==> src/rtl/mit_pkg.sv <==
package mit_pkg;

    // Register word addresses
    localparam logic [1:0] ADR_CTRL  = 2'd0;
    localparam logic [1:0] ADR_COUNT = 2'd1;
    localparam logic [1:0] ADR_CONST = 2'd2;
    localparam logic [1:0] ADR_RUN   = 2'd3;

    // Control word field positions
    localparam int FLAG_BIT = 7;
    localparam int IE_BIT   = 6;
    localparam int SEL_LSB  = 0;

    typedef enum logic [1:0] {
        DIV_BY_4  = 2'd0,
        DIV_BY_8  = 2'd1,
        DIV_BY_16 = 2'd2,
        DIV_BY_64 = 2'd3
    } div_sel_e;

    localparam int NUM_DIV = 4;

    // log2 of the divide ratio for each select code
    function automatic int div_log2(input int code);
        case (code)
            0:       return 2;
            1:       return 3;
            2:       return 4;
            default: return 6;
        endcase
    endfunction

    localparam int PRE_W = div_log2(NUM_DIV - 1);

endpackage

==> src/rtl/mit_prescaler.sv <==
module mit_prescaler
    import mit_pkg::*;
(
    input  logic     clk,
    input  logic     rst_n,
    input  div_sel_e sel,
    output logic     tick
);

    typedef struct packed {
        logic [PRE_W-1:0] phase;
    } pre_state_t;

    pre_state_t state_d, state_q;
    logic [NUM_DIV-1:0] tap;

    // One tap per ratio: high when the low bits of the phase are all ones
    for (genvar i = 0; i < NUM_DIV; i++) begin : g_tap
        localparam int SH = div_log2(i);
        assign tap[i] = &state_q.phase[SH-1:0];
    end

    always_comb begin
        state_d       = state_q;
        state_d.phase = state_q.phase + 1'b1;
        tick          = tap[sel];
    end

    always_ff @(posedge clk or negedge rst_n) begin
        if (!rst_n) begin
            state_q <= '0;
        end else begin
            state_q <= state_d;
        end
    end

endmodule

==> src/rtl/mit_core.sv <==
module mit_core #(
    parameter int CNT_W = 16
) (
    input  logic             clk,
    input  logic             rst_n,
    input  logic             tick,
    input  logic             run,
    input  logic [CNT_W-1:0] limit,
    input  logic             cnt_wr,
    input  logic [CNT_W-1:0] wr_value,
    input  logic             flag_clr,
    output logic [CNT_W-1:0] count,
    output logic             flag,
    output logic             match_evt
);

    typedef struct packed {
        logic [CNT_W-1:0] cnt;
        logic             flag;
    } core_state_t;

    core_state_t state_d, state_q;
    logic        step;
    logic        equal;

    always_comb begin
        state_d   = state_q;
        step      = run && tick;
        equal     = (state_q.cnt == limit);
        match_evt = step && equal && !cnt_wr;

        // Counter: bus load beats match clear beats increment
        if (cnt_wr) begin
            state_d.cnt = wr_value;
        end else if (step) begin
            if (equal) begin
                state_d.cnt = '0;
            end else begin
                state_d.cnt = state_q.cnt + 1'b1;
            end
        end

        // Flag: the set is applied last so it wins a collision
        if (flag_clr) begin
            state_d.flag = 1'b0;
        end
        if (match_evt) begin
            state_d.flag = 1'b1;
        end
    end

    always_ff @(posedge clk or negedge rst_n) begin
        if (!rst_n) begin
            state_q <= '0;
        end else begin
            state_q <= state_d;
        end
    end

    assign count = state_q.cnt;
    assign flag  = state_q.flag;

endmodule

==> src/rtl/mit_regs.sv <==
module mit_regs
    import mit_pkg::*;
#(
    parameter int CNT_W = 16
) (
    input  logic             clk,
    input  logic             rst_n,
    input  logic             bus_sel,
    input  logic             bus_we,
    input  logic [1:0]       bus_addr,
    input  logic [CNT_W-1:0] bus_wdata,
    output logic [CNT_W-1:0] bus_rdata,
    input  logic [CNT_W-1:0] count,
    input  logic             flag,
    output div_sel_e         sel,
    output logic             ie,
    output logic             run,
    output logic [CNT_W-1:0] limit,
    output logic             cnt_wr,
    output logic             flag_clr
);

    typedef struct packed {
        logic             ie;
        div_sel_e         sel;
        logic             run;
        logic [CNT_W-1:0] limit;
    } reg_state_t;

    reg_state_t state_d, state_q;
    logic       wr;

    always_comb begin
        state_d  = state_q;
        wr       = bus_sel && bus_we;
        cnt_wr   = wr && (bus_addr == ADR_COUNT);
        flag_clr = wr && (bus_addr == ADR_CTRL) && !bus_wdata[FLAG_BIT];

        if (wr) begin
            case (bus_addr)
                ADR_CTRL: begin
                    state_d.ie  = bus_wdata[IE_BIT];
                    state_d.sel = div_sel_e'(bus_wdata[SEL_LSB +: 2]);
                end
                ADR_CONST: state_d.limit = bus_wdata;
                ADR_RUN:   state_d.run   = bus_wdata[0];
                default:   ;
            endcase
        end

        bus_rdata = '0;
        case (bus_addr)
            ADR_CTRL: begin
                bus_rdata[FLAG_BIT]       = flag;
                bus_rdata[IE_BIT]         = state_q.ie;
                bus_rdata[SEL_LSB +: 2]   = state_q.sel;
            end
            ADR_COUNT: bus_rdata    = count;
            ADR_CONST: bus_rdata    = state_q.limit;
            default:   bus_rdata[0] = state_q.run;
        endcase
    end

    always_ff @(posedge clk or negedge rst_n) begin
        if (!rst_n) begin
            state_q.ie    <= 1'b0;
            state_q.sel   <= DIV_BY_4;
            state_q.run   <= 1'b0;
            state_q.limit <= '1;
        end else begin
            state_q <= state_d;
        end
    end

    assign sel   = state_q.sel;
    assign ie    = state_q.ie;
    assign run   = state_q.run;
    assign limit = state_q.limit;

endmodule

==> src/rtl/mit_timer.sv <==
module mit_timer
    import mit_pkg::*;
#(
    parameter int CNT_W = 16
) (
    input  logic             clk,
    input  logic             rst_n,
    input  logic             bus_sel,
    input  logic             bus_we,
    input  logic [1:0]       bus_addr,
    input  logic [CNT_W-1:0] bus_wdata,
    output logic [CNT_W-1:0] bus_rdata,
    output logic             irq
);

    div_sel_e         sel;
    logic             tick;
    logic             ie_q;
    logic             start_q;
    logic [CNT_W-1:0] limit;
    logic             cnt_wr;
    logic             flag_clr;
    logic [CNT_W-1:0] cnt_q;
    logic             flag_q;
    logic             match_evt;

    mit_prescaler u_pre (
        .clk   (clk),
        .rst_n (rst_n),
        .sel   (sel),
        .tick  (tick)
    );

    mit_regs #(.CNT_W(CNT_W)) u_regs (
        .clk       (clk),
        .rst_n     (rst_n),
        .bus_sel   (bus_sel),
        .bus_we    (bus_we),
        .bus_addr  (bus_addr),
        .bus_wdata (bus_wdata),
        .bus_rdata (bus_rdata),
        .count     (cnt_q),
        .flag      (flag_q),
        .sel       (sel),
        .ie        (ie_q),
        .run       (start_q),
        .limit     (limit),
        .cnt_wr    (cnt_wr),
        .flag_clr  (flag_clr)
    );

    mit_core #(.CNT_W(CNT_W)) u_core (
        .clk       (clk),
        .rst_n     (rst_n),
        .tick      (tick),
        .run       (start_q),
        .limit     (limit),
        .cnt_wr    (cnt_wr),
        .wr_value  (bus_wdata),
        .flag_clr  (flag_clr),
        .count     (cnt_q),
        .flag      (flag_q),
        .match_evt (match_evt)
    );

    assign irq = flag_q && ie_q;

endmodule

==> config.mk <==
export PLATFORM = sky130hd
export DESIGN_NAME = mit_timer
export DESIGN_NICKNAME = d
export VERILOG_FILES = /design/src/rtl/mit_pkg.sv /design/src/rtl/mit_prescaler.sv /design/src/rtl/mit_core.sv /design/src/rtl/mit_regs.sv /design/src/rtl/mit_timer.sv
export SDC_FILE = /design/constraint.sdc
export NUM_CORES = 1
export LEC_CHECK = 0
export BUFFER_PORTS_ARGS = -buffer_cell sky130_fd_sc_hd__clkbuf_2
export CORE_ASPECT_RATIO = 1.4
export CORE_MARGIN = 4
export CORE_UTILIZATION = 61
export CTS_CLUSTER_SIZE = 16
export DETAILED_ROUTE_END_ITERATION = 8
export GPL_TIMING_DRIVEN = 0
export MAX_ROUTING_LAYER = met4
export PLACE_DENSITY = 0.83
export SLEW_MARGIN = 20
export SYNTH_ARGS = -nofsm -noshare
export SYNTH_HDL_FRONTEND = slang
export SYNTH_SLANG_ARGS = --single-unit
==> constraint.sdc <==
create_clock -name clk -period 4.2 [get_ports clk]
set_input_delay 0.21 -clock clk [delete_from_list [all_inputs] [get_ports clk]]
set_output_delay 0.21 -clock clk [all_outputs]
set_load 0.01 [all_outputs]
==> results.ini <==
[sta]
setup_violations = 0
worstMarginPinSlew_ns = 0.973
rsz0062_at_grt = no
relSlewSlack_pct = 35.1
hold_violations = 0
fmax_ghz = 0.446
min_period_ns = 2.24
finalMaxSlewViolations = 0
hold_slack_ns = 0.0592
clock_skew_ns = 0.00961
period_share_pct = 53.4
setup_tns_ns = 0

[detailed_routing]
vias_per_cell = 6.25
vias = 2161
drt-total-wl_um = 6610
drt-pass1-iter-count = 5
wire_per_inst_um = 19.1
first_iter_violations = 175
ant_nets = 0
drcViolationCount = 0

[worst_setup_path]
r2r_setup_slack_ns = 1.96
critical_path_class = flip-flop to flip-flop
path_delay_family = buffers and inverters
path_buf_inv = 1
cp-endpoint = u_core.flag
path_cells = ha_1 -> ha_1 -> mux2_2 -> o211ai_4 -> clkbuf_1 -> nand3b_1 -> nand2_1
critPathLaunchType = flip-flop
r2r_start = u_pre.state_q[0]
cp_slowest_cell = clkbuf_1
cp_max_fo = 10
critPathCaptureType = flip-flop
cp.required_ns = 4.39
slowest_delay_ns = 0.44
reg2reg_depth = 7
r2r-end = u_core.flag
startpoint = u_pre.state_q[0]
cpMostUsedCell = ha_1
crit_cells = 7
arrival_ns = 2.43

[global_routing]
grt_max_degree = 44
grt_pass1_vias = 2290
antenna_found_initial = 0
grt_pass1_wl_um = 10900
grtUsageTotal_pct = 26.7
overflow = 0

[min_path]
min_path_type = input pin to asynchronous set/reset pin

[floorplan]
core_area_mm2 = 0.00420
ios = 39
rows = 28
die_w_um = 63.6
dieHeight_um = 85.8
start_util_pct = 62.7
dieArea_mm2 = 0.00545

[clock_network]
post_cts_buffers = 0
clk_pin_slew_ns = 0.08
cts_hold_buf = 0
ctsResizeCount = 0
htreeDepth = 2
cts_buffers = 5
clkSinkCount = 43
clockRootBuffer = clkbuf_8
cts_buffer_depth = 2
cts_tree = done
clock_latency_ns = 0.30

[flow_run]
maxCapViolCount = 0

[pwr]
power.leakage_nw = 1.26
switchingPower_mw = 0.604
switching_share_pct = 37.2
clock_power_share_pct = 18.0
peakVddDrop_mv = 0.294
combPwrFrac_pct = 39.7
power_density_mw_per_mm2 = 545
seq_power_share_pct = 42.3
p_int_mw = 1.02

[place]
gp_congestion = 0.921
dp_hpwl_um = 4730
port-buffer-count = 38

[synthesis]
synthesis.nets = 285
yosysSeqAreaShare_pct = 41.6
synth_area_leaders = dfrtp_1 (26%), dfstp_2 (16%), mux2_2 (9.0%), xnor2_1 (9.0%), o22ai_2 (4.7%)
ys_types = 36
synth_warnings = 0
synth_area_mm2 = 0.00264
postSynthCellCount = 255
synth_top_area_share_pct = 25.6
syn_avg_cell_area_um2 = 10.3
ys_ff_latch = 43
synth_top_cell_by_area = dfrtp_1

[finish]
finalNetCount = 330
diodes = 0
layout_common_cells = clkbuf_2 (40), xnor2_1 (27), dfrtp_1 (27)
drive_gt1_share_pct = 34.9
area_growth_pct = 13.1
layout_commonest_cell = clkbuf_2

[status]
status = complete, no violations

synthesized netlist by cell type (all sizes together):
| cell type | n |
|---|---|
| mux2 | 21 |
| clkbuf | 13 |
| nor4 | 1 |
| or3 | 2 |
| a222oi | 4 |
| a21oi | 14 |
| xnor2 | 27 |
| nor2 | 19 |
| buf | 7 |
| dfstp | 16 |
| nand2 | 8 |
| a22oi | 12 |
| and3 | 5 |
| nand3b | 1 |
| o22ai | 12 |
| mux2i | 1 |
| or3b | 1 |
| o21ai | 2 |
| nor2b | 12 |
| dfrtp | 27 |
| inv | 6 |
| nor3 | 3 |
| ha | 8 |
| a21boi | 1 |
| xor2 | 6 |
| o211ai | 4 |
| nand4 | 6 |
| nand3 | 14 |
| and2 | 1 |
| and4 | 1 |
cells by family after synthesis:
logic type                 after synthesis  synth area share (%)
AOI/OAI and AO/OA                       49                  15.3
muxes                                   22                  9.35
buffers and inverters                   26                  4.41
DFF                                     43                  41.6
adders and majority gates                8                  3.80
and+or+nand+nor                         74                  14.6
xor gates and xnor gates                33                  11.0
metal layers:
metal  up-vias  track usage [%]  part of all wire, %
met4         0             12.4                  2.8
li1        994                -                    -
met2        92             46.3                   54
met1      1052             29.7                   38
met3        23             4.46                  5.5
met5         -                -                    0
metrics by stage:
step | cells | total power [mW] | area (um2) | util, % | setup slack (ns)
CTS | 346 | 1.62 | 2980 | 71.0 | 1.97
floorplan | 255 | 1.16 | 2640 | - | 2.27
global placement | 338 | 1.31 | 2880 | 68.6 | 2.00
global route | 346 | 1.73 | 2980 | 71.0 | 1.80
detailed placement | 338 | 1.33 | 2880 | 68.6 | 1.96
finish | 346 | 1.63 | 2980 | 71.0 | 1.96
how the worst min path moves through the flow:
stage	slack, ns	end
final	0.06	u_core.count[10]
after floorplan	-0.09	u_core.count[0]
after global routing	0.11	u_core.count[10]
after global placement	0.43	u_pre.state_q[0]
after CTS	0.13	u_core.count[10]
after detailed placement	0.45	u_pre.state_q[0]
final cells by class:
type	count	area, um2
clock buffers	8	100
well taps	45	56.3
repair buffers	38	190
inverters	6	22.5
fillers	321	1220
flip-flops and latches	43	1100
multi-input cells	186	1420
plain buffers	20	93.8
state kept, by name, summed over array words and instances, names as in the netlist:
register,count
u_core.count,16
u_regs.limit,16
u_pre.state_q,6
u_regs.sel,2
u_core.flag,1
u_regs.ie,1
u_regs.run,1
power by group through the flow:
stage / sequential, mW / combinational (mW) / clock [mW]
finish: 0.687 / 0.646 / 0.292
floorplan: 0.653 / 0.507 / 0
global placement: 0.685 / 0.624 / 0
CTS: 0.684 / 0.645 / 0.295
detailed placement: 0.691 / 0.641 / 0
global route: 0.702 / 0.712 / 0.312
No activity file was read; power rests on OpenSTA's default activity.
